### config.mk
export PLATFORM = sky130hd
export DESIGN_NAME = frame_addr_filter
export DESIGN_NICKNAME = d
export VERILOG_FILES = /design/src/rtl/frame_addr_filter.sv
export SDC_FILE = /design/constraint.sdc
export NUM_CORES = 1
export LEC_CHECK = 0
export BUFFER_PORTS_ARGS = -buffer_cell sky130_fd_sc_hd__buf_4
export CAP_MARGIN = 0
export CORE_UTILIZATION = 50
export CTS_CLUSTER_SIZE = 10
export DETAILED_ROUTE_END_ITERATION = 6
export GPL_TIMING_DRIVEN = 0
export PLACE_DENSITY = 0.91
export SYNTH_ARGS = -nofsm -noshare
export SYNTH_HDL_FRONTEND = slang
export SYNTH_SLANG_ARGS = --single-unit
### constraint.sdc
create_clock -name clk -period 7.15 [get_ports clk]
set_input_delay 0.715 -clock clk [delete_from_list [all_inputs] [get_ports clk]]
set_output_delay 0.715 -clock clk [all_outputs]
set_load 0.03 [all_outputs]
### src/rtl/frame_addr_filter.sv
module frame_addr_filter (
  input  logic        clk,
  input  logic        rst_n,
  input  logic        frm_start,
  input  logic        frm_end,
  input  logic        byte_vld,
  input  logic [7:0]  byte_data,
  input  logic [15:0] cfg_pan_id,
  input  logic [15:0] cfg_short_addr,
  input  logic [63:0] cfg_ext_addr,
  input  logic        cfg_pan_coord,
  input  logic        cfg_ver_chk,
  output logic        verdict_vld,
  output logic        frm_accept,
  output logic        addr_match
);

  logic       busy;
  logic [4:0] idx;
  logic [7:0] fcf_lo, fcf_hi;
  logic       dpan_eq, dpan_bc, da_eq, da_bc, span_eq;

  wire [2:0] ftype   = fcf_lo[2:0];
  wire       pan_cmp = fcf_lo[6];
  wire [1:0] dmode   = fcf_hi[3:2];
  wire [1:0] fver    = fcf_hi[5:4];
  wire [1:0] smode   = fcf_hi[7:6];

  wire dst_has = dmode[1];
  wire src_has = smode[1];
  wire sp_omit = pan_cmp && dst_has;

  wire [4:0] dpan_len = dst_has ? 5'd2 : 5'd0;
  wire [4:0] da_len   = !dst_has ? 5'd0 : (dmode[0] ? 5'd8 : 5'd2);
  wire [4:0] sp_len   = (src_has && !sp_omit) ? 5'd2 : 5'd0;
  wire [4:0] sa_len   = !src_has ? 5'd0 : (smode[0] ? 5'd8 : 5'd2);

  wire [4:0] o_dp    = 5'd3;
  wire [4:0] o_da    = o_dp + dpan_len;
  wire [4:0] o_sp    = o_da + da_len;
  wire [4:0] o_sa    = o_sp + sp_len;
  wire [4:0] hdr_len = o_sa + sa_len;

  wire in_dp = (idx >= o_dp) && (idx < o_da);
  wire in_da = (idx >= o_da) && (idx < o_sp);
  wire in_sp = (idx >= o_sp) && (idx < o_sa);

  wire [4:0] p_dp = idx - o_dp;
  wire [4:0] p_da = idx - o_da;
  wire [4:0] p_sp = idx - o_sp;

  wire [7:0] pan_at_dp   = p_dp[0] ? cfg_pan_id[15:8] : cfg_pan_id[7:0];
  wire [7:0] pan_at_sp   = p_sp[0] ? cfg_pan_id[15:8] : cfg_pan_id[7:0];
  wire [7:0] short_at_da = p_da[0] ? cfg_short_addr[15:8] : cfg_short_addr[7:0];
  wire [5:0] ext_sh      = {p_da[2:0], 3'b000};
  wire [7:0] ext_at_da   = cfg_ext_addr[ext_sh +: 8];
  wire [7:0] da_ref      = dmode[0] ? ext_at_da : short_at_da;

  wire n_dpan_eq = dpan_eq && (!in_dp || byte_data == pan_at_dp);
  wire n_dpan_bc = dpan_bc && (!in_dp || byte_data == 8'hFF);
  wire n_da_eq   = da_eq   && (!in_da || byte_data == da_ref);
  wire n_da_bc   = da_bc   && (!in_da || byte_data == 8'hFF);
  wire n_span_eq = span_eq && (!in_sp || byte_data == pan_at_sp);

  wire last_byte = (idx >= 5'd2) && (idx == hdr_len - 5'd1);

  wire ft_ok    = !ftype[2];
  wire fv_ok    = !cfg_ver_chk || !fver[1];
  wire not_ack  = ftype != 3'd2;
  wire any_addr = dst_has || src_has;
  wire dst_ok   = !dst_has ||
                  ((n_dpan_eq || n_dpan_bc) && (n_da_eq || (!dmode[0] && n_da_bc)));
  wire sp_match = sp_omit ? n_dpan_eq : n_span_eq;
  wire bcn_ok   = (ftype != 3'd0) || !src_has || (cfg_pan_id == 16'hFFFF) || sp_match;
  wire src_only = ((ftype == 3'd1) || (ftype == 3'd3)) && !dst_has && src_has;
  wire so_ok    = !src_only || (cfg_pan_coord && sp_match);
  wire pass     = ft_ok && fv_ok && not_ack && any_addr && dst_ok && bcn_ok && so_ok;

  always_ff @(posedge clk or negedge rst_n) begin
    if (!rst_n) begin
      busy        <= 1'b0;
      idx         <= '0;
      fcf_lo      <= '0;
      fcf_hi      <= '0;
      dpan_eq     <= 1'b1;
      dpan_bc     <= 1'b1;
      da_eq       <= 1'b1;
      da_bc       <= 1'b1;
      span_eq     <= 1'b1;
      verdict_vld <= 1'b0;
      frm_accept  <= 1'b0;
      addr_match  <= 1'b0;
    end else if (frm_start) begin
      busy        <= 1'b1;
      idx         <= '0;
      dpan_eq     <= 1'b1;
      dpan_bc     <= 1'b1;
      da_eq       <= 1'b1;
      da_bc       <= 1'b1;
      span_eq     <= 1'b1;
      verdict_vld <= 1'b0;
      frm_accept  <= 1'b0;
      addr_match  <= 1'b0;
    end else begin
      addr_match <= 1'b0;
      if (busy && byte_vld) begin
        idx     <= idx + 5'd1;
        dpan_eq <= n_dpan_eq;
        dpan_bc <= n_dpan_bc;
        da_eq   <= n_da_eq;
        da_bc   <= n_da_bc;
        span_eq <= n_span_eq;
        if (idx == 5'd0) fcf_lo <= byte_data;
        if (idx == 5'd1) fcf_hi <= byte_data;
        if (last_byte) begin
          busy        <= 1'b0;
          verdict_vld <= 1'b1;
          frm_accept  <= pass;
          addr_match  <= pass;
        end
      end else if (busy && frm_end) begin
        busy        <= 1'b0;
        verdict_vld <= 1'b1;
        frm_accept  <= 1'b0;
      end
    end
  end

endmodule

# ---- Yosys cells after proc, flatten, opt, wreduce, memory -nomap -nowiden
# Index checks and enable logic that the tools add are counted.
dict set report word_totals {
  output_inout_bits 3
  elab_cells 135
  register_bits 29
}
dict set report classes {
  eq_ne 11
  bitwise 1
  magnitude_cmp 7
  addsub 9
  mux 37
  n_reduce_logical 57
  shifts 1
}
# op n
set op_table {}
lappend op_table {{64-bit by 7-bit indexed part select with 8-bit output} 1}
lappend op_table {{8-bit 2-to-1 mux} 4}
lappend op_table {{1-bit 2-to-1 mux} 25}
lappend op_table {{8-bit == test} 3}
lappend op_table {{1-bit logical AND} 24}
lappend op_table {{16-bit == test, second input constant} 1}
lappend op_table {{4-bit 2-to-1 mux} 4}
lappend op_table {{1-bit logical OR} 15}
lappend op_table {{1-bit logical NOT} 11}
lappend op_table {{5-bit by 2-bit >= comparator with 1-bit output, second input constant} 2}
lappend op_table {{5-bit less-than comparator} 2}
lappend op_table {{5-bit 2-to-1 mux} 2}
lappend op_table {{8-bit == test, second input constant} 1}
lappend op_table {{3-bit AND reduction} 2}
lappend op_table {{3-bit nonzero test} 2}
lappend op_table {{3-bit by 4-bit adder with 5-bit output} 1}
lappend op_table {{5-bit by 1-bit adder with 5-bit output, second input constant} 1}
lappend op_table {{5-bit by 2-bit adder with 5-bit output} 1}
lappend op_table {{5-bit by 4-bit adder with 5-bit output} 1}
lappend op_table {{5-bit by 1-bit == test with 1-bit output, second input constant} 1}
lappend op_table {{5-bit == test} 1}
lappend op_table {{5-bit by 3-bit >= comparator with 1-bit output} 1}
lappend op_table {{5-bit >= comparator} 1}
lappend op_table {{5-bit logical NOT} 1}
lappend op_table {{other kinds (14)} 15}

# ---- Longest topological paths before layout
# Gate-level depths: netlist (run 1).
dict set report depth {
  depth_word 18
  depth_mapped 15
  depth_no_buf 13
}

# ---- Least setup slack after synthesis (run 1)
# No wires, ideal clock.
dict set report synth_path {
  kind {reg2reg}
  from {register idx[0]}
  to {register frm_accept}
  required_ns 7.055
  setup_time_ns 0.095
  arrival_time_ns 4.090
  path_slack_ns 2.965
  path_stages_with_launch 16
  path_cell_list {dfrtp_1 -> buf_2 -> buf_4 -> buf_2 -> inv_1 -> fa_1 -> buf_1 -> clkbuf_1 -> mux2i_1 -> nand3_1 -> a41oi_1 -> xnor2_1 -> nor4_1 -> a21oi_1 -> o31a_1 -> o31ai_1}
}
dict set report synth_via {
  elab_chain_cells 15
  word_cells_on_any_way 53
}
# element line_no
set synth_lines {}
lappend synth_lines {{start, declared} 19} ;# logic [4:0] idx;
lappend synth_lines {{start signal, assigned} 107} ;# idx <= idx + 5'd1;
lappend synth_lines {{3-bit subtractor, or another cell as far along} 49} ;# wire [4:0] p_da = idx - o_da;
lappend synth_lines {{64-bit by 7-bit indexed part select with 8-bit output, or another cell as far along} 56} ;# wire [7:0] ext_at_da = cfg_ext_addr[ext_sh +: 8];
lappend synth_lines {{8-bit 2-to-1 mux or 1-bit logical NOT (tied branches)} {57, 61, 62}}
lappend synth_lines {{8-bit == test or 1-bit logical OR (tied branches)} {61, 62}}
lappend synth_lines {{1-bit logical OR or 1-bit logical AND (tied branches)} {61, 62}}
lappend synth_lines {{1-bit logical AND (on tied branches)} {61, 72}}
lappend synth_lines {{1-bit logical OR} 72} ;# ((n_dpan_eq || n_dpan_bc) && (n_da_eq || (!dmode[0] && n_da_bc)));
lappend synth_lines {{1-bit logical AND} 72}
lappend synth_lines {{1-bit logical OR} 71} ;# wire dst_ok = !dst_has ||
lappend synth_lines {{1-bit logical AND (3 in a row)} 77} ;# wire pass = ft_ok && fv_ok && not_ack && any_addr && dst_ok && bcn_ok && so_ok;
lappend synth_lines {{1-bit 2-to-1 mux} 115} ;# if (last_byte) begin
lappend synth_lines {{1-bit 2-to-1 mux} 106} ;# if (busy && byte_vld) begin
lappend synth_lines {{1-bit 2-to-1 mux} 93} ;# end else if (frm_start) begin
lappend synth_lines {{end signal, assigned} 118} ;# frm_accept <= pass;
lappend synth_lines {{end, declared} 14} ;# output logic frm_accept,
# Parallel ways exist; a longest one is shown, timed or not. The select of a mux whose other input is x is not followed.
# A chain may end at the register's enable or synchronous reset.

# ---- Worst setup path in the final report (run 1)
# Ends and elaborated chain as after synthesis.

==> results of run 1 <==
## Yosys cell counts, types with 2 or more instances
cell type and count:
nand2_1 19, mux2i_1 25, xor2_1 9, or2_1 2, nor3b_1 2, clkbuf_1 7, a21boi_0 2, mux2_2 9
xnor2_1 18, dfstp_2 5, maj3_1 2, dfrtp_1 18, nand3_1 15, mux4_2 12, or2_0 3, buf_1 2
a21o_1 8, buf_2 4, a2111oi_0 2, a211oi_1 3, nor4_1 6, nand4_1 8, nor3_1 2, a21oi_1 10
a41oi_1 5, ha_1 17, and2_1 2, nor2b_1 4, inv_1 9, o21ai_0 8, nor2_1 14
## power by group through the flow
stage	Sequential, mW	Clock, mW	Combinational (mW)
finish	0.176	0.0818	0.466
global route	0.177	0.0890	0.504
CTS	0.174	0.0815	0.462
detailed placement	0.176	0	0.457
global placement	0.174	0	0.436
floorplan	0.170	0	0.324
## cell families after synthesis
logic type	count (synthesis)
and+or+nand+nor	82
other	1
muxes	46
buffers and inverters	23
AOI/OAI and AO/OA	44
DFF	23
xor gates and xnor gates	28
adders and majority gates	20
## how the worst max path moves through the flow
stage,endpoint,slack [ns]
after floorplan,frm_accept$_DFFE_PN0P_,2.96
after global placement,frm_accept$_DFFE_PN0P_,2.14
after detailed placement,frm_accept$_DFFE_PN0P_,1.86
after CTS,frm_accept$_DFFE_PN0P_,1.79
after global routing,frm_accept$_DFFE_PN0P_,1.45
final,frm_accept$_DFFE_PN0P_,1.67
## cell type report
type                    instances  area, µm²  share of cell area, %
clock buffers                   3       41.3                   1.18
flip-flops and latches         23        582                   16.6
multi-input cells             221       1850                   52.8
inverters                       9       33.8                  0.964
plain buffers                  14       61.3                   1.75
well taps                      67       83.8                   2.39
repair buffers                113        848                   24.2
clock inverters                 1       5.00                  0.143
## per-stage QoR
step | cell area (µm²) | setup WS, ns | instances | util, %
4_1_cts | 3510 | 1.79 | 451 | 73.3
5_1_grt | 3510 | 1.45 | 451 | 73.3
6_report | 3510 | 1.67 | 451 | 73.3
3_5_place_dp | 3460 | 1.86 | 447 | 72.3
3_3_place_gp | 3460 | 2.14 | 447 | 72.3
2_1_floorplan | 2530 | 2.96 | 267 | -
## critical path, cell delays in order, from the launching register on
cell	delay, ns
dfrtp_1	0.43
buf_2	0.21
buf_4	0.24
buf_2	0.34
inv_1	0.25
fa_1	0.67
buf_1	0.50
clkbuf_1	0.61
mux2i_1	0.27
nand3_1	0.10
a41oi_1	0.33
xnor2_1	0.14
nor4_1	0.56
a21oi_1	0.16
o31a_1	0.31
o31ai_1	0.26
## layer usage
layer / GRT usage (%) / up-vias / routed length (µm)
met3: 4.56 / 34 / 754
met1: 37.3 / 1276 / 3080
met4: 12.9 / 0 / 272
met5: 0 / - / 0
li1: - / 1224 / -
met2: 60.7 / 154 / 4280
==> run metrics, run 1 <==
status finished clean; most common library cell in the layout ignoring fill and taps buf_4; CTS root buffer clkbuf_8; CP Max Fanout 10; cell row count 25; DR vias 2688; number of global-route vias before repair 2837; CTS resizes 0; crit path DAT 5.65 ns; commonest non-fill, non-tap cells in the layout buf_4, mux2i_1, nand2_1, xnor2_1, dfrtp_1; Starting Density 52.8%; full die area 5340 µm²; Synth Area in Adders 10.0%; RR Endpoint frm_accept$_DFFE_PN0P_; setup TNS after final layout 0 ns; pin count of the biggest net entering global routing 24; Fin. Hold Viols 0; TritonRoute pass-1 iters 5; synthesized area 2530 µm²; Setup crit end kind register; area fraction in compound gates after synthesis 11.9%; Tmin final 5.48 ns; slew margin rel. 29.7%; Chip Height 73.1 µm; WL final 8390 µm; DR DRC count 0; setup bufs post-CTS 0; number of synthesized register bits 23; ranking of synthesized cells by area dfrtp_1, mux4_2, mux2i_1; Worst Hold Slack 0.322 ns; fin crit share 76.6%; Pint 0.420 mW; area leader, netlist dfrtp_1; worst skew pair latency 0.27 ns; Port Buffers 113; Total Routing Usage GR 32.6%; Net Sw Frac 42.0%; r2r setup slk 1.67 ns; Power, Total 0.724 mW; FF-to-FF Start idx[0]$_DFFE_PN0P_; vias per cell 5.96; proportion of synthesized area in mux cells 24.6%; initial antenna violation count 0; Layout area overhead 38.7%; Post-synth EDFFs 0; HPWL Detailed 6600 µm; Flop pwr share 24.3%; Post-DRT Antenna Nets 0; Die Wd 73.1 µm; Top FF cell, synth dfrtp_1; Clock Sinks 23; layout cells sized above 1 39.3%; First DRT Iteration DRCs 193; CTS H-tree depth 1; first-pass GRT wire length 13100 µm; Top Registers fcf_hi x5, idx x5, fcf_lo x4; Clock Power Share 11.3%; Synth Area per Inst 9.47 µm²; leakage power 1.62 nW; Hold Buf Count CTS 0; clock tree from TritonCTS yes; Required @ worst endpoint 7.33 ns; Synth top area share 17.8%; PD cells 206 nW/µm²; drt wl/cell 18.6 µm; clk buf depth 2; VDD IR max 147 µV; start point of the critical path idx[0]$_DFFE_PN0P_; unrepaired setup endpoints after global routing false; GR Overflow Total 0; Net Sw Power 0.304 mW; GPL Wtd Cong 0.853; XOR/XNOR share of the synthesized area 10.0%; Synth Area in Simple Gates 16.6%; core area 4790 µm²; Max-Cap Viols 0; Seq/Total Area, Yosys 23.0%; count of final max-slew check failures 0; Top-Level Pins 114; Num CTS Buffers 3; Mapped Nets 396; CTS clk-pin slew, worst paths 0.09 ns; Unique masters post-synth 46; worst slew pin tran 1.03 ns; Worst Setup Path Type register to register; crit start category register; Syn. warnings 0; largest family of logic cells by synthesized area multiplexers; Gate Count Post-Synth 267; # fillers 347; Final Net Count 514; Hold Crit Class input pin to asynchronous set/reset pin; Synth async-reset ratio 100%; Peak Freq 183 MHz; diode count 0; endpoints failing setup 0; Final Skew 0.00689 ns; FF-to-FF path depth 15; combinational share of power 64.4%
Power figures use the tool's default switching activity.
==> run 2, diff against run 1 <==
ABC_AREA = 1   (was default)
CORE_UTILIZATION = 49   (was 50)
PLACE_DENSITY = 0.88   (was 0.91)
clock period = 5.4 ns   (was 7.15 ns; I/O delays follow)
==> run 2 against run 1 <==
  * Global-route usage is 3.1 points lower
  * Critical path depth rose by 8
  * Count of clock-buffer cells in the layout unchanged
  * Sequential power is 27% higher
  * Hold slack worse by 0.17 ns
  * Core utilization shrank 2.3 points
  * Clock skew is 0.0049 ns lower
  * Die area rose by 11%
  * Via count is 25% higher
  * Largest power group unchanged
==> run metrics, run 2 <==
crit path DAT 3.27 ns (-2.38 ns); combinational share of power 63.8% (-0.6 points); cell row count 26 (+4.0%); Worst Setup Path Type register to register; Mapped Nets 579 (+46%); synthesized area 2760 µm² (+9.3%); Hold Crit Class input pin to asynchronous set/reset pin; fin crit share 56.8% (-20 points); Peak Freq 326 MHz (+78%); Synth Area per Inst 6.14 µm² (-35%); Top FF cell, synth dfrtp_1; setup bufs post-CTS 0 (unchanged); Die Wd 77.1 µm (+5.5%); commonest non-fill, non-tap cells in the layout nand2_1, buf_4, nand3_1, inv_1, o21ai_0; Post-synth EDFFs 0 (unchanged); Unique masters post-synth 36 (-22%); unrepaired setup endpoints after global routing false; FF-to-FF Start idx[0]$_DFFE_PN0P_; count of final max-slew check failures 0 (unchanged); pin count of the biggest net entering global routing 24 (unchanged); CTS resizes 0 (unchanged); CTS clk-pin slew, worst paths 0.08 ns (about the same); Total Routing Usage GR 29.6% (-3.1 points); Required @ worst endpoint 5.60 ns (-1.73 ns); number of global-route vias before repair 3300 (+16%); Final Skew 0.00203 ns (-0.00486 ns); Place WS 2.37 ns (+0.510 ns); CTS root buffer clkbuf_8; drt wl/cell 13.5 µm (-27%); core area 5270 µm² (+10%); PD cells 244 nW/µm² (+18%); Final WS setup 2.33 ns (+0.657 ns); clk buf depth 2 (unchanged); WL final 8610 µm (+2.6%); crit path cell chain buf_6 > inv_4 > buf_4 > fa_1 > buf_6 > inv_2 > buf_4 > nand3_1 > nand3_1 > nand3_1 > nand2_1 > nand2_1 > nand2_1 > nand2_1 > nor2_1 > nand2_1 > nand2_1 > nand2_1 > nand2_1 > nand2_1 > nand2_1 > nand2_1 > nor2_2; Seq/Total Area, Yosys 21.1% (-2.0 points); layout cells sized above 1 26.3% (-13 points); Max-Cap Viols 0 (unchanged); full die area 5940 µm² (+11%); start point of the critical path idx[0]$_DFFE_PN0P_; crit start category register; Flop pwr share 24.5% (+0.2 points); initial antenna violation count 0 (unchanged); endpoints failing setup 0 (unchanged); VDD IR max 188 µV (+29%); cell total after placement 632 (+41%); Num CTS Buffers 3 (unchanged); most numerous cell on the critical path nand2_1; Tmin final 3.07 ns (-2.41 ns); diode count 0 (unchanged); Clock Power Share 11.8% (+0.5 points); top cells by count, synth nand2_1, nand3_1, inv_1, o21ai_0, dfrtp_1; Power, Total 0.910 mW (+26%); Finished Layout Cells 636 (+41%); Synth async-reset ratio 100% (unchanged); First DRT Iteration DRCs 293 (+52%); Synth top area share 22.0% (+4.2 points); vias per cell 5.29 (-11%); area leader, netlist nand2_1; worst skew pair latency 0.26 ns (about the same); Setup crit end kind register; Post-DRT Antenna Nets 0 (unchanged); GPL Wtd Cong 0.904 (+6.0%); Port Buffers 112 (-0.88%); slowest CP cell fa_1; Clock Sinks 23 (unchanged); ranking of synthesized cells by area nand2_1, dfrtp_1, nand3_1; clock tree from TritonCTS yes; Fin. Hold Viols 0 (unchanged); GR Overflow Total 0 (unchanged); Buf/Inv on CP 6 (unchanged); DR vias 3362 (+25%); Net Sw Power 0.417 mW (+37%); Hold Buf Count CTS 0 (unchanged); number of synthesized register bits 23 (unchanged); Syn. warnings 0 (unchanged); Chip Height 77.1 µm (+5.5%); leakage power 2.03 nW (+25%); Starting Density 52.4% (-0.39 points); CP max stage delay 0.49 ns (-0.18 ns); CTS H-tree depth 1 (unchanged); CP top delay family simple AND/OR/NAND/NOR gates; top-count cell post-synth nand2_1; first-pass GRT wire length 14500 µm (+10%); TritonRoute pass-1 iters 5 (unchanged); Top-Level Pins 114 (unchanged); Pint 0.493 mW (+18%); HPWL Detailed 6880 µm (+4.3%); setup TNS after final layout 0 ns (unchanged); DR DRC count 0 (unchanged); Top Registers fcf_hi x5, idx x5, fcf_lo x4; Final Net Count 696 (+35%); Layout area overhead 35.3%; Core Util, Final 70.9% (-2.3 points); status finished clean; CP Max Fanout 12 (+2); most common library cell in the layout ignoring fill and taps nand2_1; Net Sw Frac 45.8% (+3.8 points); Gate Count Post-Synth 450 (+69%)
[run 2: power groups by stage]
| stage | registers [mW] | logic [mW] | clock network (mW) |
|---|---|---|---|
| 6_report | 0.223 | 0.581 | 0.107 |
| 5_1_grt | 0.226 | 0.651 | 0.115 |
| 4_1_cts | 0.222 | 0.577 | 0.108 |
| 3_5_place_dp | 0.225 | 0.573 | 0 |
| 3_3_place_gp | 0.224 | 0.555 | 0 |
| 2_1_floorplan | 0.220 | 0.400 | 0 |
[run 2: final timing paths]
| path | depth (start not counted) | endpoint | slack, ns |
|---|---|---|---|
| max | 23 | addr_match$_DFF_PN0_ | 2.33 |
| min | 1 | idx[3]$_DFFE_PN0P_ | 0.16 |
| max reg2reg | 23 | addr_match$_DFF_PN0_ | 2.33 |
| min reg2reg | 2 | da_bc$_DFFE_PN1P_ | 0.49 |
| max in group asynchronous | 1 | span_eq$_DFFE_PN1P_ | 4.97 |
| min in group clk | 2 | da_bc$_DFFE_PN1P_ | 0.49 |
[run 2: per-layer routing]
| layer | vias to the layer above | GRT usage (%) | share of wire (%) |
|---|---|---|---|
| met3 | 14 | 3.10 | 6.4 |
| li1 | 1704 | - | - |
| met1 | 1501 | 36.9 | 43 |
| met2 | 143 | 53.8 | 49 |
| met4 | 0 | 7.74 | 1.4 |
| met5 | - | 0 | 0 |
[run 2: cell families after synthesis]
group / synth area share, %
adder cells (fa/ha/maj): 8.42
other: 0.136
flip-flops: 21.1
AO/OA/AOI/OAI: 9.51
buffers and inverters: 12.0
AND/OR/NAND/NOR: 43.5
XOR/XNOR: 5.39
[run 2: cell type report]
type,count,area [µm²]
inverters,45,171
well taps,70,87.6
flip-flops and latches,23,582
clock inverters,1,5.00
clock buffers,3,41.3
multi-input cells,363,1850
plain buffers,19,159
repair buffers,112,841
fillers,480,1530
[run 2: per-stage QoR]
step	area, µm²	hold slack [ns]
after CTS	3740	0.162
after floorplan	2760	0.244
after global placement	3690	0.444
after global routing	3740	0.171
after detailed placement	3690	0.450
final	3740	0.156
[run 2: worst register-to-register path, delay by kind of cell, from the launching register on]
family,cells,cell delay (ns)
simple gates,16,1.19
buf+inv,6,0.90
fa+ha+maj,1,0.50
flops,1,0.42
==> run 3, diff against run 2 <==
CORE_UTILIZATION = 45   (was 49)
PLACE_DENSITY = 0.86   (was 0.88)
clock period = 2.6 ns   (was 5.4 ns; I/O delays follow)
==> run 3 against run 2 <==
  * The flow now finishes with violations (design-rule violations, negative setup slack)
  * Cell area is 13% higher
  * Sequential power is 110% higher
  * Register-to-register slack worse by 2.4 ns
  * Critical endpoint is now frm_accept$_DFFE_PN0P_
  * Non-clock buffer count is 20 higher
  * Fmax is 15% higher
  * Count of clock-buffer cells in the layout is 1 higher
  * Total power grew to 2.6 times the previous value
  * Die area is 8.7% higher
  * Critical path type unchanged
  * Highest routed layer unchanged
  * Clock skew is 0.00065 ns lower
  * Routed wire length is 12% higher
==> run metrics, run 3 (synthesized netlist as in run 2, its figures left out) <==
endpoints failing setup 2 (+2); Tmin final 2.67 ns (-0.402 ns); slew margin rel. 65.0%; first-pass GRT wire length 14500 µm (about the same); clk buf depth 2 (unchanged); Net Sw Frac 45.3% (-0.56 points); CP Max Fanout 5 (-7); Place WS -0.442 ns (-2.81 ns); number of global-route vias before repair 3309 (+0.27%); Pint 1.32 mW (+170%); Post-Place Cell Area 3700 µm² (+0.17%); met3 WL post-DR 690 µm (+25%); crit start category register; Final Skew 0.00138 ns (-0.000651 ns); most numerous cell on the critical path nand2_1; Clock Power Share 9.2% (-2.6 points); combinational share of power 71.6% (+7.8 points); register area 583 µm² (+0.22%); core area 5920 µm² (+12%); initial antenna violation count 0 (unchanged); area of the multi-input gates 2110 µm² (+14%); unrepaired setup endpoints after global routing true; DR top layer met4; Peak Freq 375 MHz (+15%); CP top delay family simple AND/OR/NAND/NOR gates; Flop pwr share 19.2% (-5.3 points); Metal-1 WL 3820 µm (+2.9%); Starting Density 46.7% (-5.8 points); Fin. Hold Viols 0 (unchanged); TritonRoute pass-1 iters 7 (+2); Chip Height 80.4 µm (+4.2%); post-route cell area 4240 µm² (+13%); CP max stage delay 0.55 ns (+0.06 ns); WL final 9630 µm (+12%); Net Sw Power 1.09 mW (+160%); CTS root buffer clkbuf_8; Clock Sinks 23 (unchanged); CTS clk-pin slew, worst paths 0.08 ns (about the same); beginning of the worst hold path frm_start; PD cells 568 nW/µm² (+130%); Top-Level Pins 114 (unchanged); HPWL Detailed 6810 µm (-1.1%); pin count of the biggest net entering global routing 24 (unchanged); cell total after placement 637 (+0.79%); Finished Layout Cells 661 (+3.9%); VDD IR max 338 µV (+79%); crit path cell chain buf_6 > inv_12 > fa_1 > buf_6 > inv_8 > buf_6 > nand3_1 > nand3_2 > nand3_2 > nand3_1 > nand2_1 > nand2_1 > nor2_1 > nand2_1 > nand2_1 > nand2_2 > nand2_1 > nand2_1 > nand2_1 > nand3_1 > nand2_1; Port Buffers 112 (unchanged); clock tree from TritonCTS yes; Num CTS Buffers 3 (unchanged); Die Wd 80.4 µm (+4.2%); worst skew pair latency 0.26 ns (about the same); Top Registers fcf_hi x5, idx x5, fcf_lo x4; crit path DAT 2.87 ns (-0.40 ns); drt wl/cell 14.6 µm (+7.7%); commonest non-fill, non-tap cells in the layout nand2_1, buf_4, nand3_1, inv_1, nand3_2; GPL Wtd Cong 0.842 (-6.9%); start point of the critical path idx[0]$_DFFE_PN0P_; slowest CP cell fa_1; DR vias 3600 (+7.1%); Worst Hold Slack 0.257 ns (+0.102 ns); failing checks design-rule violations, negative setup slack; worst slew pin tran 0.523 ns; Layout area overhead 53.3%; leakage power 2.21 nW (+9.0%); Setup crit end kind register; Total Routing Usage GR 28.4% (-1.2 points); vias per cell 5.45 (+3.0%); most common library cell in the layout ignoring fill and taps nand2_1; Post-DRT Antenna Nets 0 (unchanged); FF-to-FF Start idx[0]$_DFFE_PN0P_; status finished with violations; CTS H-tree depth 1 (unchanged); full die area 6460 µm² (+8.7%); Hold Crit Class input pin to register; Final Net Count 716 (+2.9%); cell row count 28 (+7.7%); Required @ worst endpoint 2.80 ns (-2.80 ns); First DRT Iteration DRCs 232 (-21%); layout cells sized above 1 36.2% (+9.9 points); Buf/Inv on CP 5 (-1); GR Overflow Total 0 (unchanged); # fillers 476 (-0.83%); count of final max-slew check failures 0 (unchanged); fin crit share 103% (+46 points); diode count 0 (unchanged); Worst Setup Path Type register to register; Max-Cap Viols 0 (unchanged); Core Util, Final 71.5% (+0.62 points); DR DRC count 2 (+2); Final WS setup -0.0676 ns (-2.40 ns); routed wl met2 4830 µm (+14%)
run 3: cell count changes in the layout (fill, tap and decap cells not counted), sizes merged:
cell | before | now
clkbuf | 5 | 6
buf | 129 | 148
clkinv | 3 | 2
dlygate4sd3 | 0 | 1
run 3: power by group through the flow:
stage / logic (mW) / clock network, mW / registers, mW
floorplan: 0.831 / 0 / 0.457
global placement: 1.16 / 0 / 0.462
detailed placement: 1.19 / 0 / 0.467
CTS: 1.46 / 0.222 / 0.459
global route: 1.87 / 0.237 / 0.466
finish: 1.72 / 0.221 / 0.462
run 3: timing repair:
action	CTS	global route
endpoints found under the hold margin	18	0
pin swaps	7	23
endpoints found under the setup margin	6	4
buffers inserted	9	9
gates resized for setup	39	33
hold buffers	1	0
gates cloned	2	0
run 3: per-stage QoR:
step	total power [mW]	TNS [ns]
finish	2.41	-0.128
global route	2.57	-0.627
CTS	2.14	-0.00102
detailed placement	1.65	-1.35
global placement	1.62	-1.19
floorplan	1.29	0
run 3: final timing paths:
path | slack (ns) | cells past startpoint | endpoint
setup / recovery | -0.07 | 21 | frm_accept$_DFFE_PN0P_
hold / removal | 0.26 | 2 | verdict_vld$_DFFE_PN0P_
setup reg to reg | -0.07 | 21 | frm_accept$_DFFE_PN0P_
hold reg to reg | 0.48 | 2 | da_bc$_DFFE_PN1P_
max in group asynchronous | 1.90 | 2 | dpan_eq$_DFFE_PN1P_
min in group asynchronous | 0.42 | 2 | idx[4]$_DFFE_PN0P_
run 3: cell type report:
type / count / area share [%]
Multi-Input combinational cell: 363 / 49.8
Timing Repair Buffer: 133 / 24.4
Clock buffer: 4 / 1.06
Tap cell: 75 / 2.22
Inverter: 45 / 4.61
Sequential cell: 23 / 13.8
Buffer: 18 / 4.11
run 3: metal layers:
metal | vias up | track usage [%]
met5 | - | 0
met4 | 0 | 10.2
met1 | 1636 | 33.0
met3 | 33 | 3.64
li1 | 1746 | -
met2 | 185 | 52.6
